--- config.mk ---
export PLATFORM = sky130hd
export DESIGN_NAME = cc_inserter
export DESIGN_NICKNAME = d
export VERILOG_FILES = /design/src/rtl/cc_pkg.sv /design/src/rtl/cc_regs.sv /design/src/rtl/cc_serializer.sv /design/src/rtl/cc_inserter.sv
export SDC_FILE = /design/constraint.sdc
export NUM_CORES = 1
export LEC_CHECK = 0
export BUFFER_PORTS_ARGS = -buffer_cell sky130_fd_sc_hd__buf_2
export CAP_MARGIN = 20
export CORE_ASPECT_RATIO = 2
export CORE_MARGIN = 2
export CORE_UTILIZATION = 43
export DETAILED_ROUTE_END_ITERATION = 8
export SETUP_SLACK_MARGIN = 0.5
export SLEW_MARGIN = 20
export SYNTH_ARGS = -nofsm -noshare
export SYNTH_HDL_FRONTEND = slang
export SYNTH_SLANG_ARGS = --single-unit
export TNS_END_PERCENT = 100
--- constraint.sdc ---
create_clock -name clk -period 5.7 [get_ports clk]
set_input_delay 0.285 -clock clk [delete_from_list [all_inputs] [get_ports clk]]
set_output_delay 0.285 -clock clk [all_outputs]
set_load 0.005 [all_outputs]
--- src/rtl/cc_pkg.sv ---
`timescale 1ns/1ps
package cc_pkg;
  localparam int unsigned RUNIN_SLOTS = 7;
  localparam int unsigned START_SLOTS = 3;
  localparam int unsigned DATA_BITS   = 16;
  localparam int unsigned TOTAL_SLOTS = RUNIN_SLOTS + START_SLOTS + DATA_BITS;
  localparam int unsigned SLOT_W      = $clog2(TOTAL_SLOTS);

  typedef enum logic [2:0] {
    ADDR_ENABLE = 3'd0,
    ADDR_MASK   = 3'd1,
    ADDR_CLEAR  = 3'd2,
    ADDR_A_C1   = 3'd4,
    ADDR_A_C2   = 3'd5,
    ADDR_B_C1   = 3'd6,
    ADDR_B_C2   = 3'd7
  } cc_addr_e;

  function automatic logic [7:0] with_odd_parity(input logic [6:0] c);
    return {~(^c), c};
  endfunction
endpackage

--- src/rtl/cc_regs.sv ---
`timescale 1ns/1ps
module cc_regs
  import cc_pkg::*;
(
  input  logic        clk,
  input  logic        rst_n,
  input  logic        wr_en_i,
  input  logic [2:0]  wr_addr_i,
  input  logic [7:0]  wr_data_i,
  input  logic [1:0]  latch_i,
  input  logic [1:0]  done_i,
  output logic [1:0]  en_o,
  output logic [15:0] pair_a_o,
  output logic [15:0] pair_b_o,
  output logic [1:0]  flags_o,
  output logic        irq_o
);
  logic [1:0]      en_q, en_d;
  logic [1:0]      mask_q, mask_d;
  logic [1:0]      flag_q, flag_d;
  logic [1:0]      fresh_q, fresh_d;
  logic [3:0][6:0] chr_q, chr_d;
  logic [1:0]      clr_bits;
  logic [1:0][15:0] pair;
  logic            unused_wr_msb;

  assign unused_wr_msb = wr_data_i[7];
  assign clr_bits = (wr_en_i && wr_addr_i == ADDR_CLEAR) ? wr_data_i[1:0] : 2'b00;

  always_comb begin
    en_d    = en_q;
    mask_d  = mask_q;
    chr_d   = chr_q;
    flag_d  = (flag_q & ~clr_bits) | done_i;
    fresh_d = fresh_q & ~latch_i;
    if (wr_en_i) begin
      case (wr_addr_i)
        ADDR_ENABLE: en_d   = wr_data_i[1:0];
        ADDR_MASK:   mask_d = wr_data_i[1:0];
        ADDR_A_C1:   begin chr_d[0] = wr_data_i[6:0]; fresh_d[0] = 1'b1; end
        ADDR_A_C2:   begin chr_d[1] = wr_data_i[6:0]; fresh_d[0] = 1'b1; end
        ADDR_B_C1:   begin chr_d[2] = wr_data_i[6:0]; fresh_d[1] = 1'b1; end
        ADDR_B_C2:   begin chr_d[3] = wr_data_i[6:0]; fresh_d[1] = 1'b1; end
        default:     ;
      endcase
    end
  end

  always_ff @(posedge clk or negedge rst_n) begin
    if (!rst_n) begin
      en_q    <= '0;
      mask_q  <= '0;
      flag_q  <= '0;
      fresh_q <= '0;
      chr_q   <= '0;
    end else begin
      en_q    <= en_d;
      mask_q  <= mask_d;
      flag_q  <= flag_d;
      fresh_q <= fresh_d;
      chr_q   <= chr_d;
    end
  end

  for (genvar g = 0; g < 2; g++) begin : g_line
    assign pair[g] = fresh_q[g]
      ? {with_odd_parity(chr_q[2*g+1]), with_odd_parity(chr_q[2*g])}
      : 16'h8080;


    flag_clear_chk: assert property (@(posedge clk) disable iff (!rst_n)
      (wr_en_i && wr_addr_i == ADDR_CLEAR && wr_data_i[g] && !done_i[g]) |=> !flag_q[g]);

    flag_set_chk: assert property (@(posedge clk) disable iff (!rst_n)
      done_i[g] |=> flag_q[g]);
  end

  assign en_o     = en_q;
  assign pair_a_o = pair[0];
  assign pair_b_o = pair[1];
  assign flags_o  = flag_q;
  assign irq_o    = |(flag_q & mask_q);
endmodule

--- src/rtl/cc_serializer.sv ---
`timescale 1ns/1ps
module cc_serializer
  import cc_pkg::*;
#(
  parameter int unsigned BIT_CLKS = 32
) (
  input  logic        clk,
  input  logic        rst_n,
  input  logic        start_i,
  input  logic [15:0] data_i,
  output logic        busy_o,
  output logic        bit_o,
  output logic        done_o
);
  localparam int unsigned TICK_W = $clog2(BIT_CLKS);
  localparam int unsigned HALF   = BIT_CLKS / 2;

  logic              busy_q, busy_d;
  logic [SLOT_W-1:0] slot_q, slot_d;
  logic [TICK_W-1:0] tick_q, tick_d;
  logic [15:0]       data_q, data_d;
  logic              last_tick, last_slot;
  logic [3:0]        didx;

  assign last_tick = tick_q == TICK_W'(BIT_CLKS - 1);
  assign last_slot = slot_q == SLOT_W'(TOTAL_SLOTS - 1);
  assign done_o    = busy_q && last_tick && last_slot;

  always_comb begin
    busy_d = busy_q;
    slot_d = slot_q;
    tick_d = tick_q;
    data_d = data_q;
    if (start_i && !busy_q) begin
      busy_d = 1'b1;
      slot_d = '0;
      tick_d = '0;
      data_d = data_i;
    end else if (busy_q) begin
      if (last_tick) begin
        tick_d = '0;
        if (last_slot) busy_d = 1'b0;
        else           slot_d = slot_q + 1'b1;
      end else begin
        tick_d = tick_q + 1'b1;
      end
    end
  end

  always_ff @(posedge clk or negedge rst_n) begin
    if (!rst_n) begin
      busy_q <= 1'b0;
      slot_q <= '0;
      tick_q <= '0;
      data_q <= '0;
    end else begin
      busy_q <= busy_d;
      slot_q <= slot_d;
      tick_q <= tick_d;
      data_q <= data_d;
    end
  end

  assign didx = 4'(slot_q - SLOT_W'(RUNIN_SLOTS + START_SLOTS));

  always_comb begin
    if (slot_q < SLOT_W'(RUNIN_SLOTS))
      bit_o = tick_q < TICK_W'(HALF);
    else if (slot_q < SLOT_W'(RUNIN_SLOTS + START_SLOTS))
      bit_o = slot_q == SLOT_W'(RUNIN_SLOTS + START_SLOTS - 1);
    else
      bit_o = data_q[didx];
  end

  assign busy_o = busy_q;


  start_zero_chk: assert property (@(posedge clk) disable iff (!rst_n)
    (busy_q && slot_q == SLOT_W'(RUNIN_SLOTS)) |-> !bit_o);

  latch_hold_chk: assert property (@(posedge clk) disable iff (!rst_n)
    (busy_q && $past(busy_q)) |-> $stable(data_q));

  done_idle_chk: assert property (@(posedge clk) disable iff (!rst_n)
    done_o |=> !busy_q);

  slot_bound_chk: assert property (@(posedge clk) disable iff (!rst_n)
    busy_q |-> slot_q < SLOT_W'(TOTAL_SLOTS));
endmodule

--- src/rtl/cc_inserter.sv ---
`timescale 1ns/1ps
module cc_inserter
  import cc_pkg::*;
#(
  parameter int unsigned BIT_CLKS = 32,
  parameter int unsigned LINE_W   = 10,
  parameter int unsigned H_W      = 11,
  parameter int unsigned START_H  = 140,
  parameter int unsigned LVL_W    = 8,
  parameter int unsigned LVL_HI   = 200,
  parameter int unsigned LVL_LO   = 16
) (
  input  logic              clk,
  input  logic              rst_n,
  input  logic              wr_en_i,
  input  logic [2:0]        wr_addr_i,
  input  logic [7:0]        wr_data_i,
  input  logic [LINE_W-1:0] line_i,
  input  logic              field_i,
  input  logic [H_W-1:0]    hpos_i,
  output logic              cc_active_o,
  output logic [LVL_W-1:0]  cc_luma_o,
  output logic [1:0]        cc_flags_o,
  output logic              irq_o
);
  localparam int unsigned LINE_A = 21;
  localparam int unsigned LINE_B = 284;

  logic [1:0]  rst_pipe;
  logic        rst_s_n;
  logic [1:0]  en, hit, latch, done_line;
  logic [15:0] pair_a, pair_b;
  logic        busy, ser_bit, ser_done, start;
  logic        cur_q, cur_d;

  always_ff @(posedge clk or negedge rst_n) begin
    if (!rst_n) rst_pipe <= 2'b00;
    else        rst_pipe <= {rst_pipe[0], 1'b1};
  end
  assign rst_s_n = rst_pipe[1];

  assign hit[0] = line_i == LINE_W'(LINE_A) && !field_i && hpos_i == H_W'(START_H);
  assign hit[1] = line_i == LINE_W'(LINE_B) &&  field_i && hpos_i == H_W'(START_H);
  assign latch  = busy ? 2'b00 : (hit & en);
  assign start  = |latch;

  assign cur_d = start ? latch[1] : cur_q;
  always_ff @(posedge clk or negedge rst_s_n) begin
    if (!rst_s_n) cur_q <= 1'b0;
    else          cur_q <= cur_d;
  end

  assign done_line = {ser_done && cur_q, ser_done && !cur_q};

  cc_regs u_regs (
    .clk(clk), .rst_n(rst_s_n),
    .wr_en_i(wr_en_i), .wr_addr_i(wr_addr_i), .wr_data_i(wr_data_i),
    .latch_i(latch), .done_i(done_line),
    .en_o(en), .pair_a_o(pair_a), .pair_b_o(pair_b),
    .flags_o(cc_flags_o), .irq_o(irq_o)
  );

  cc_serializer #(.BIT_CLKS(BIT_CLKS)) u_ser (
    .clk(clk), .rst_n(rst_s_n),
    .start_i(start), .data_i(latch[1] ? pair_b : pair_a),
    .busy_o(busy), .bit_o(ser_bit), .done_o(ser_done)
  );

  assign cc_active_o = busy;
  assign cc_luma_o   = !busy ? '0 : (ser_bit ? LVL_W'(LVL_HI) : LVL_W'(LVL_LO));


  line_gate_chk: assert property (@(posedge clk) disable iff (!rst_s_n)
    $rose(busy) |-> $past((line_i == LINE_W'(LINE_A) && !field_i) ||
                          (line_i == LINE_W'(LINE_B) &&  field_i)));

  idle_luma_chk: assert property (@(posedge clk) disable iff (!rst_s_n)
    !cc_active_o |-> cc_luma_o == '0);
endmodule

* Word-level counts from Yosys, hierarchy flattened
Index checks and enable logic that the tools add are counted.
Word-level totals: bits in registers 66, output and inout bits 12, word-level logic and storage cells 101
Operators by class: $add $sub $neg 3, magnitude comparators 4, eq/ne operators 13, multiplexer cells 25, bitwise gates (word level) 11, reduce and logical (&&, ||, !) cells 31
Operators by type and width (count):
- $mux 16 | 3
- $mux 5 | 7
- $reduce_xor 7->1 | 4
- $mux 8 | 2
- $eq 3x3->1 const B | 4
- $reduce_and 2->1 | 6
- $eq 11x8->1 const B | 1
- $add 5x1->5 const B | 2
- $eq 10x5->1 const B | 1
- $eq 10x9->1 const B | 1
- $eq 5x5->1 const B | 2
- $logic_and 1x1->1 | 10
- $mux 1 | 9
- $and 2x2->2 | 4
- $reduce_or 2->1 | 4
- $mux 2 | 3
- $eq 5x4->1 const B | 1
- $lt 4x5->1 const B | 1
- $lt 5x3->1 const B | 1
- $lt 5x4->1 const B | 1
- $lt 5x5->1 const B | 1
- $bmux 1 s4 | 1
- $not 1->1 | 4
- $not 2->2 | 2
- other kinds (9) | 12

* Longest topological paths before layout
Gate-level depths: netlist of run 1.
word-level depth 9, depth in mapped cells 8, gate-level depth less buffers 8

* Cells and area by module
Synthesis of run 1 repeated with hierarchy kept, for this count alone.
Unflattened totals: cell total of the unflattened synthesis 299, area total of the unflattened synthesis 3813.7 um^2
Modules (own cells, without submodules):
- cc_regs | instances 1, cells each 140, area each 1944.4 um^2
- cc_serializer | instances 1, cells each 109, area each 1391.3 um^2
- cc_inserter | instances 1, cells each 50, area each 478.0 um^2

* Worst setup path before layout of run 1
Ideal clock, no wire load.
kind register to output, start point register u_ser.slot_q[1], end point output port cc_luma_o[6], data arrival time 1795 ps, setup slack 3620 ps, stages on the path, launching flop included 9, path through dfrtp_1 -> inv_1 -> ha_1 -> xor2_2 -> mux2i_1 -> mux2_2 -> o22a_1 -> nor2_1 -> buf_4
On the way: word-level cells in the longest chain between the ends 7, elaborated cells between the ends (all ways) 10, classes of those cells add/sub: 1; order compare: 2; eq/ne: 1; mux: 6
RTL lines:
- from (decl) | line cc_serializer.sv:19 | logic [SLOT_W-1:0] slot_q, slot_d;
- from (signal assigned) | line cc_serializer.sv:58 | slot_q <= slot_d;
- $sub 4x4->4 | line cc_serializer.sv:64 | assign didx = 4'(slot_q - SLOT_W'(RUNIN_SLOTS + START_SLOTS));
- $bmux 1 s4 | line cc_serializer.sv:72 | bit_o = data_q[didx];
- $mux 1 (implied by the code) | line cc_serializer.sv:72
- $mux 1 | line cc_serializer.sv:69 | else if (slot_q < SLOT_W'(RUNIN_SLOTS + START_SLOTS))
- $mux 1 (*) | line cc_serializer.sv:67 | if (slot_q < SLOT_W'(RUNIN_SLOTS))
- $mux 8 (*) (2 in series) | line cc_inserter.sv:70 | assign cc_luma_o = !busy ? '0 : (ser_bit ? LVL_W'(LVL_HI) : LVL_W'(LVL_LO));
- to (decl) | line cc_inserter.sv:22 | output logic [LVL_W-1:0] cc_luma_o,
Mark *: on every way between the ends. The rest lies on a longest branch, timed or not. The select of a mux whose other input is x is not followed.

* Worst setup path in the final report of run 1
start point register u_ser.slot_q[1], end point output port cc_luma_o[7]
Same word-level chain as after synthesis.

==> results of run 1 <==
-- final cells by class --
cell class,instances,area share (%)
Multi-Input combinational cell,225,43.7
Tap cell,98,2.99
Sequential cell,66,40.3
Inverter,7,0.640
Clock inverter,4,0.640
Timing Repair Buffer,44,5.55
Clock buffer,12,6.25
-- sequential cells by signal (all words and copies together), names as in the netlist --
| name | count |
|---|---|
| u_regs.chr_q | 28 |
| rst_pipe | 2 |
| u_ser.busy_o | 1 |
| u_ser.slot_q | 5 |
| u_ser.data_q | 16 |
| u_regs.flags_o | 2 |
| cur_q | 1 |
| u_regs.mask_q | 2 |
| u_ser.tick_q | 5 |
| u_regs.fresh_q | 2 |
| u_regs.en_o | 2 |
-- per-layer routing --
metal  up-vias  share of wire (%)
li1       1163                  -
met1      1194                 37
met2        32                 59
met3        11                2.2
met4         0                2.1
met5         -                  0
-- cells in the final DEF (no fill, tap or decap), drive strengths merged, types with 7 or more instances in the layout --
cell type	netlist	routed
and2	15	15
buf	13	43
clkbuf	5	12
dfrtp	66	66
inv	7	7
mux2	33	33
mux2i	32	32
nand2	27	27
nor2	14	14
o21ai	11	11
xnor2	22	22
xor2	7	7
-- power by group through the flow --
stage	logic (mW)	clock network [mW]	registers, mW
after floorplan	0.195	0	0.571
after global placement	0.245	0	0.578
after detailed placement	0.249	0	0.580
after CTS	0.250	0.524	0.572
after global routing	0.274	0.545	0.578
final	0.246	0.510	0.571
-- worst min path at each step --
| stage | cells after the start | end |
|---|---|---|
| floorplan | 0 | rst_pipe[0] |
| global placement | 1 | rst_pipe[0] |
| detailed placement | 1 | rst_pipe[0] |
| CTS | 2 | u_regs.chr_q[10] |
| global route | 2 | u_regs.chr_q[3] |
| finish | 2 | u_regs.chr_q[10] |
-- cell families after synthesis --
group	share of synthesized area, %
AND/OR/NAND/NOR	14.4
XOR/XNOR	7.34
flip-flops	46.4
AO/OA/AOI/OAI	3.90
other	0.211
buffers and inverters	3.65
multiplexers	22.0
adder cells (fa/ha/maj)	2.11
-- critical path, delay by kind of cell (launching register included) --
kind | cells | cell delay [ps]
DFF | 1 | 530
muxes | 2 | 400
xor gates and xnor gates | 1 | 180
and+or+nand+nor | 1 | 140
buffers and inverters | 2 | 250
adders and majority gates | 1 | 270
AOI/OAI and AO/OA | 1 | 190
==> qor.yml, run 1 <==
grt:
  gr-usage-met3_pct: 3.83
  met2_usage_pct: 35.7
  grt_pass1_vias: 2552
  antenna_found_initial: 0
  grt_max_degree: 65
  overflow: 0
  grt_use_total_pct: 19.1
  grt_pass1_wl_um: 12500
  top_usage_layer: "met2"
  use_met1_pct: 19.3
worst_setup_path:
  setup.worst_path.end: "cc_luma_o[7]"
  path_cells: "inv_1 -> ha_1 -> xor2_2 -> mux2i_1 -> mux2_2 -> o22a_1 -> nor2_1 -> buf_2"
  path_class: "register to output pin"
  r2r-start: "u_ser.slot_q[1]"
  cp.arrival_ps: 2290
  required_ps: 5410
  worstReg2RegEnd: "u_ser.slot_q[4]"
  cp-startpoint: "u_ser.slot_q[1]"
  start_kind: "register"
  end_kind: "output pin"
  cp_slowest_cell: "dfrtp_1"
  cp_slowest_stage_delay_ps: 530
  reg2reg_depth: 7
  critPathMaxFanout: 8
  reg2reg_slack_ps: 3690
clocking:
  cts_resized: 0
  worstSkewPairLatency_ps: 330
  cts_post_setup_buffers_inserted: 0
  clkTransAtPathRegs_ps: 50
  cts.sinks: 66
  holdBufCountCts: 1
  cts_root_buf: "clkbuf_16"
  cts_buffers: 9
  cts_max_level: 3
  cts_tree: "yes"
  cts.path.max_buffers: 2
pwr:
  clkPwrFrac_pct: 38.5
  peakVddDrop_mv: 0.293
  p_total_mw: 1.33
  pwr-share-comb_pct: 18.5
  leakagePower_nw: 1.85
  p_switching_mw: 0.342
  seq_power_share_pct: 43.0
  powerDensity_mw_per_mm2: 323
  p_int_mw: 0.985
  swShare_pct: 25.8
logic_synthesis:
  synthTopCellsByArea: "dfrtp_1 (46%), mux2_2 (10%), mux2i_1 (9.0%)"
  yosys_warnings: 0
  netlist-cell-type-count: 39
  ys.flop_type: "dfrtp_1"
  yosysMostFrequentCell: "dfrtp_1"
  synth-async-reset-ratio_pct: 100
  synth_edf_count: 0
  avgSynthCellArea_um2: 11.4
  yosys_register_bits: 66
  synth_top_area_share_pct: 46.4
  ys_seq_area_share_pct: 46.4
  yosysTopAreaCell: "dfrtp_1"
  synthTopCellsByCount: "dfrtp_1 (66), mux2_2 (33), mux2i_1 (32)"
  synth_cells: 313
  synthesis.area_mm2: 0.00356
min_path:
  hold_start: "wr_data_i[3]"
  min_path_type: "primary input to register"
place:
  dp_hpwl_um: 5630
  placed_area_mm2: 0.00381
  dp_cells: 439
  preCtsSetupSlack_ps: 3290
  port_buffers: 42
  place.gp.congestion: 0.780
floorplanning:
  io_pins: 48
  die_w_um: 68.3
  die_area_mm2: 0.00907
  initial_core_util_pct: 43.6
  row_count: 47
  core_mm2: 0.00817
  die_h_um: 133
timing:
  fin_hold_ws_ps: 248
  drv_slew: 0
  relSlewSlack_pct: 44.4
  clock_skew_ps: 5.22
  hold_viol: 0
  setup_ws_ps: 3130
  post-route-period-util_pct: 45.1
  worst_pin_slew_ps: 834
  setup_tns_ps: 0
  fin_crit_ps: 2570
  max_freq_ghz: 0.389
  setup_violations: 0
  rsz0062_at_grt: "no"
route:
  drt-initial-drc-count: 72
  routed_wl_um: 7610
  firstDrtPassIters: 4
  remaining_drc_errors: 0
  num_vias: 2400
  vias_per_cell: 5.26
  wl_per_cell_um: 16.7
  antenna_left: 0
final_layout:
  drive_gt1_share_pct: 28.2
  regArea_mm2: 0.00165
  insertedDiodeCount: 0
  multi_input_area_mm2: 0.00179
  final_cells: 456
  design_area_mm2: 0.00411
  fillers: 740
  final_util_pct: 50.2
  num-nets-final: 395
  areaGrowthSynthToFinish_pct: 15.3
run:
  maxCapViolations: 0
status:
  status: "complete, no violations"
(Power assumes the default switching activity.)
==> run 2, diff against run 1 <==
ABC_AREA = 1   (was unset)
clock period = 2.3 ns   (was 5.7 ns; I/O delays follow)
==> qor.yml, run 2 <==
final_layout:
  largest_reg_flops: 28  # unchanged
  regMostFlops: "u_regs.chr_q"  # unchanged
  final_common_cell: "nand2_1"  # was dfrtp_1
  insertedDiodeCount: 0  # unchanged
  areaGrowthSynthToFinish_pct: 18.5  # was 15.3%
  num-nets-final: 562  # was 395
  layout_common_cells: "nand2_1 (161), dfrtp_1 (64), inv_1 (52)"  # was dfrtp_1 (65), buf_2 (42), mux2_2 (33)
  top_regs: "u_regs.chr_q: 28 flops, u_ser.data_q: 16 flops"  # unchanged
  drive_gt1_share_pct: 20.4  # was 28.2%
pwr:
  peakVddDrop_mv: 0.526  # was 0.293 mV
  powerDensity_mw_per_mm2: 735  # was 323 mW/mm²
  leakagePower_nw: 2.21  # was 1.85 nW
  p_total_mw: 3.19  # was 1.33 mW
timing:
  setup_ws_ps: 489  # was 3130 ps
  drv_slew: 0  # unchanged
  fin_crit_ps: 1810
  relSlewSlack_pct: 50.5  # was 44.4%
  clock_skew_ps: 4.65  # was 5.22 ps
  hold_viol: 0  # unchanged
  worst_pin_slew_ps: 743  # was 834 ps
  setup_violations: 0  # unchanged
  post-route-period-util_pct: 78.7
  rsz0062_at_grt: "yes"  # was no
  max_freq_ghz: 0.552
  setup_tns_ps: 0  # unchanged
logic_synthesis:
  synth-async-reset-ratio_pct: 100  # unchanged
  synthesis.area_mm2: 0.00367  # was 0.00356 mm²
  yosysTopAreaCell: "dfrtp_1"  # unchanged
  synth_cells: 474  # was 313
  yosys.area_share.simple_pct: 27.1  # was 14.4%
  yosysMostFrequentCell: "nand2_1"  # was dfrtp_1
  synth.area.mux_share_pct: 0  # was 22.0%
  ys.flop_type: "dfrtp_1"  # unchanged
  synth_fa_ha_area_share_pct: 2.05  # was 2.11%
  yosys_register_bits: 66  # unchanged
  avgSynthCellArea_um2: 7.74  # was 11.4 µm²
  synthTopCellsByCount: "nand2_1 (162), dfrtp_1 (66), inv_1 (56)"  # was dfrtp_1 (66), mux2_2 (33), mux2i_1 (32)
  synth_top_family_by_area: "simple AND/OR/NAND/NOR gates"  # was multiplexers
  synth_compound_area_share_pct: 11.5  # was 3.90%
  synth_edf_count: 0  # unchanged
  synthTopCellsByArea: "dfrtp_1 (45%), nand2_1 (17%), o21ai_0 (6.3%)"  # was dfrtp_1 (46%), mux2_2 (10%), mux2i_1 (9.0%)
  netlist-cell-type-count: 32  # was 39
  synth_top_area_share_pct: 45.0  # was 46.4%
  yosys_warnings: 0  # unchanged
  yosys.area_share.xor_xnor_pct: 4.54  # was 7.34%
  ys_seq_area_share_pct: 45.0  # was 46.4%
worst_setup_path:
  cp_top_family: "flip-flops"  # unchanged
  r2r-start: "u_ser.tick_q[1]"  # was u_ser.slot_q[1]
  start_kind: "register"  # unchanged
  required_ps: 2180  # was 5410 ps
  cp.arrival_ps: 1700  # was 2290 ps
  cp_slowest_cell: "dfrtp_1"  # unchanged
  critPathMaxFanout: 3  # was 8
  cp-startpoint: "u_ser.slot_q[1]"  # unchanged
  end_kind: "output pin"  # unchanged
  path_cells: "inv_2 -> buf_6 -> ha_4 -> xnor2_2 -> nand3_2 -> nand3_2 -> nand2_2 -> a21oi_2 -> buf_2"  # was inv_1 -> ha_1 -> xor2_2 -> mux2i_1 -> mux2_2 -> o22a_1 -> nor2_1 -> buf_2
  critical_path_buf_inv_count: 3  # was 2
  cp.depth: 9  # was 8
  reg2reg_depth: 9  # was 7
  worstReg2RegEnd: "u_ser.slot_q[4]"  # unchanged
  reg2reg_slack_ps: 640  # was 3690 ps
  path_class: "register to output pin"  # unchanged
  cpMostUsedCell: "nand3_2"
  cp_slowest_stage_delay_ps: 350  # was 530 ps
run:
  maxCapViolations: 0  # unchanged
grt:
  antenna_found_initial: 0  # unchanged
  grt_use_total_pct: 18.5  # was 19.1%
  grt_max_degree: 34  # was 65
  grt_pass1_wl_um: 13400  # was 12,500 µm
  overflow: 0  # unchanged
  grt_pass1_vias: 3069  # was 2,552
route:
  firstDrtPassIters: 4  # unchanged
  routed_wl_um: 7890  # was 7610 µm
  remaining_drc_errors: 0  # unchanged
  antenna_left: 0  # unchanged
  wl_per_cell_um: 12.7  # was 16.7 µm
  drt-initial-drc-count: 92  # was 72
  vias_per_cell: 4.85  # was 5.26
  num_vias: 3023  # was 2,400
clocking:
  cts.path.max_buffers: 2  # unchanged
  cts.sinks: 66  # unchanged
  clkTransAtPathRegs_ps: 50  # about the same
  cts_tree: "yes"  # unchanged
  cts_buffers: 9  # unchanged
  cts_root_buf: "clkbuf_16"  # unchanged
  worstSkewPairLatency_ps: 320  # was 330 ps
  cts_max_level: 3  # unchanged
floorplanning:
  io_pins: 48  # unchanged
  row_count: 47  # unchanged
  initial_core_util_pct: 44.2  # was 43.6%
  die_w_um: 69.3  # was 68.3 µm
  die_h_um: 135  # was 133 µm
  die_area_mm2: 0.00933  # was 0.00907 mm²
  core_mm2: 0.00829  # was 0.00817 mm²
place:
  preCtsSetupSlack_ps: 455  # was 3290 ps
  dp_hpwl_um: 6110  # was 5630 µm
  place.gp.congestion: 0.819  # was 0.780
  port_buffers: 42  # unchanged
min_path:
  min_path_type: "primary input to asynchronous set/reset pin"  # was primary input to register
status:
  status: "complete, no violations"  # unchanged
## run 2: worst max-delay path by stage
stage / end / slack, ps
2_1_floorplan: cc_luma_o[6] / 640
5_1_grt: cc_luma_o[4] / 370
3_3_place_gp: u_ser.slot_q[4] / 530
6_report: cc_luma_o[3] / 490
3_5_place_dp: u_ser.slot_q[4] / 450
4_1_cts: cc_luma_o[3] / 450
## run 2: where the power goes
part	internal (mW)	switching (mW)
clock network	0.834	0.471
logic	0.228	0.272
registers	1.28	0.112
total	2.34	0.855
## run 2: cell families after synthesis
group | Yosys count
buf+inv | 77
flops | 66
other cells | 2
simple gates | 236
compound gates | 68
fa+ha+maj | 6
xor+xnor | 19
## run 2: repair_timing
item / 4_1_cts / 5_1_grt
buffers inserted: 1 / 1
pin swaps: 5 / 7
hold endpoints to repair: 2 / 0
hold buffers: 1 / 0
gates cloned: 0 / 0
endpoints found under the setup margin: 5 / 8
resized for setup: 17 / 7
## run 2: stage by stage
step                      utilization, %  std cells  area (µm²)  hold WS, ps
after global placement              47.5        604        3940        -97.9
after detailed placement            47.5        604        3940        -96.2
after floorplan                        -        477        3680         -181
after global routing                52.4        623        4340          104
after CTS                           52.0        622        4310         91.4
final                               52.4        623        4340          106
## run 2: cell type report
cell class	count	area [µm²]
clock buffers	11	233
clock inverters	5	55.1
fillers	789	3950
inverters	58	225
multi-input cells	334	1750
flip-flops and latches	66	1650
well taps	98	123
repair buffers	51	300
## run 2: per-layer routing
layer | GRT usage (%) | up-vias | part of all wire, % | wire length, µm
met2 | 36.8 | 37 | 58 | 4590
li1 | - | 1566 | - | -
met5 | 0 | - | 0 | 0
met1 | 17.1 | 1399 | 37 | 2900
met3 | 3.21 | 21 | 1.7 | 133
met4 | 10.7 | 0 | 3.4 | 269
==> run 3, diff against run 2 <==
clock period = 1.5 ns   (was 2.3 ns; I/O delays follow)
==> qor.yml, run 3 (synthesis results as in run 2) <==
status:
  status: "complete, but fails checks"  # was complete, no violations
  violations: "setup timing"
worst_setup_path:
  cp_slowest_cell: "dfrtp_2"  # was dfrtp_1
  reg2reg_depth: 9  # unchanged
  cp-startpoint: "u_ser.slot_q[1]"  # unchanged
  reg2reg_slack_ps: -140  # was 640 ps
  start_kind: "register"  # unchanged
  worstReg2RegEnd: "u_ser.slot_q[0]"  # was u_ser.slot_q[4]
  cpMostUsedCell: "nand3_2"  # unchanged
  path_class: "register to output pin"  # unchanged
  critPathMaxFanout: 3  # unchanged
  required_ps: 1420  # was 2180 ps
  r2r-start: "u_ser.slot_q[1]"  # was u_ser.tick_q[1]
  cp.arrival_ps: 1770  # was 1700 ps
  end_kind: "output pin"  # unchanged
  path_cells: "inv_4 -> buf_6 -> ha_4 -> xnor2_4 -> inv_2 -> nand3_2 -> nand3_2 -> nand2_4 -> nand2_1 -> nor2_1 -> buf_2"  # was inv_2 -> buf_6 -> ha_4 -> xnor2_2 -> nand3_2 -> nand3_2 -> nand2_2 -> a21oi_2 -> buf_2
  cp_slowest_stage_delay_ps: 420  # was 350 ps
pwr:
  peakVddDrop_mv: 0.820  # was 0.526 mV
  pwr-share-comb_pct: 15.1  # was 15.7%
  seq_power_share_pct: 41.9  # was 43.5%
  swShare_pct: 27.3  # was 26.8%
  clkPwrFrac_pct: 43.0  # was 40.8%
  p_switching_mw: 1.42  # was 0.855 mW
  powerDensity_mw_per_mm2: 1020  # was 735 mW/mm²
  p_int_mw: 3.76  # was 2.34 mW
  leakagePower_nw: 2.64  # was 2.21 nW
clocking:
  cts_tree: "yes"  # unchanged
  clkTransAtPathRegs_ps: 60  # was 50 ps
  cts.sinks: 66  # unchanged
  cts.path.max_buffers: 2  # unchanged
  worstSkewPairLatency_ps: 330  # was 320 ps
  cts_max_level: 3  # unchanged
  cts_root_buf: "clkbuf_16"  # unchanged
  cts_buffers: 9  # unchanged
timing:
  fin_crit_ps: 1850
  post-route-period-util_pct: 123
  drv_slew: 0  # unchanged
  setup_violations: 25  # was 0
  setup_ws_ps: -345  # was 489 ps
  rsz0062_at_grt: "yes"  # unchanged
  fin_hold_ws_ps: 55.8  # was 106 ps
  hold_viol: 0  # unchanged
  max_freq_ghz: 0.542
  clock_skew_ps: 5.09  # was 4.65 ps
grt:
  grt_pass1_wl_um: 15100  # was 13,400 µm
  overflow: 0  # unchanged
  grt_max_degree: 37  # was 34
  antenna_found_initial: 0  # unchanged
  grt_use_total_pct: 20.7  # was 18.5%
  grt_pass1_vias: 3292  # was 3,069
min_path:
  hold_start: "wr_data_i[2]"
  min_path_cells: 3
  hold-path-endpoint: "u_regs.chr_q[16]"
  min_path_type: "primary input to register"  # was primary input to asynchronous set/reset pin
final_layout:
  top_regs: "u_regs.chr_q: 28 flops, u_ser.data_q: 16 flops"  # unchanged
  final_common_cell: "nand2_1"  # unchanged
  final_cells: 656  # was 623
  insertedDiodeCount: 0  # unchanged
  final_util_pct: 61.5  # was 52.4%
  fillers: 707  # was 789
  regMostFlops: "u_regs.chr_q"  # unchanged
  largest_reg_flops: 28  # unchanged
  design_area_mm2: 0.00510  # was 0.00434 mm²
  areaGrowthSynthToFinish_pct: 39.0  # was 18.5%
  drive_gt1_share_pct: 33.9  # was 20.4%
  num-nets-final: 595  # was 562
  layout_common_cells: "nand2_1 (144), dfrtp_1 (62), inv_1 (50)"  # was nand2_1 (161), dfrtp_1 (64), inv_1 (52)
place:
  dp_cells: 619  # was 604
  place.gp.congestion: 0.826  # was 0.819
  dp_hpwl_um: 6260  # was 6110 µm
  placed_area_mm2: 0.00414  # was 0.00394 mm²
  port_buffers: 42  # unchanged
route:
  routed_wl_um: 9370  # was 7890 µm
  antenna_left: 0  # unchanged
  wl_per_cell_um: 14.3  # was 12.7 µm
  vias_per_cell: 4.95  # was 4.85
  remaining_drc_errors: 0  # unchanged
  num_vias: 3248  # was 3,023
  firstDrtPassIters: 5  # was 4
  drt-initial-drc-count: 110  # was 92
floorplanning:
  die_w_um: 69.3  # unchanged
  die_h_um: 135  # unchanged
  core_mm2: 0.00829  # unchanged
  io_pins: 48  # unchanged
  die_area_mm2: 0.00933  # unchanged
  row_count: 47  # unchanged
  initial_core_util_pct: 44.2  # unchanged
run:
  maxCapViolations: 0  # unchanged
## run 3: cell count changes in the layout (fill, tap and decap cells not counted), sizes merged
| cell | delta |
|---|---|
| nand2 | +1 |
| buf | +31 |
| clkbuf | -2 |
| bufinv | +1 |
| clkinv | +2 |
## run 3: power groups by stage
stage / clock [mW] / sequential, mW / combinational (mW)
3_3_place_gp: 0 / 2.16 / 0.745
6_report: 2.22 / 2.17 / 0.784
4_1_cts: 2.27 / 2.16 / 0.777
3_5_place_dp: 0 / 2.16 / 0.766
2_1_floorplan: 0 / 2.14 / 0.576
5_1_grt: 2.35 / 2.20 / 0.908
## run 3: worst max path at each step
stage                      endpoint  slack [ps]  cells past startpoint
global placement    u_ser.slot_q[4]         -60                      9
global route           cc_luma_o[4]        -430                     11
floorplan           u_ser.slot_q[1]          50                      7
CTS                    cc_luma_o[7]        -310                     10
detailed placement  u_ser.slot_q[4]        -110                      9
finish                 cc_luma_o[4]        -350                     11
## run 3: worst max-delay path, delay by kind of cell, from the launching register on
| kind | cells | cell delay (ps) |
|---|---|---|
| flops | 1 | 420 |
| xor+xnor | 1 | 130 |
| simple gates | 5 | 400 |
| fa+ha+maj | 1 | 170 |
| buf+inv | 4 | 330 |
## run 3: final cells by class
class | count | area (µm²) | share of cell area (%)
sequential | 66 | 1660 | 32.5
timing repair inverter | 1 | 11.3 | 0.221
multi-input combinational | 335 | 2070 | 40.6
timing repair buffer | 82 | 663 | 13.0
clock inverter | 7 | 93.8 | 1.84
clock buffer | 9 | 225 | 4.42
inverter | 58 | 255 | 5.01
tap | 98 | 123 | 2.40
## run 3: metrics by stage
stage	TNS, ps	total power, mW	worst slack (ps)
floorplan	0	2.71	51.2
global placement	-193	2.90	-56.7
detailed placement	-498	2.93	-109
CTS	-1530	5.21	-305
global route	-4470	5.46	-433
finish	-1890	5.18	-345
## run 3: per-layer routing
layer	track usage, %	up-vias	wire, µm
met2	41.1	55	5540
li1	-	1642	-
met4	10.1	0	354
met5	0	-	0
met1	19.9	1528	3270
met3	3.58	23	206
## run 3: timing repair
item,CTS,global route
cloned,4,0
setup endpoints to repair,38,38
hold buffers,1,0
pin swaps,23,21
buffers inserted,13,3
gates resized for setup,89,28
hold endpoints to repair,2,0
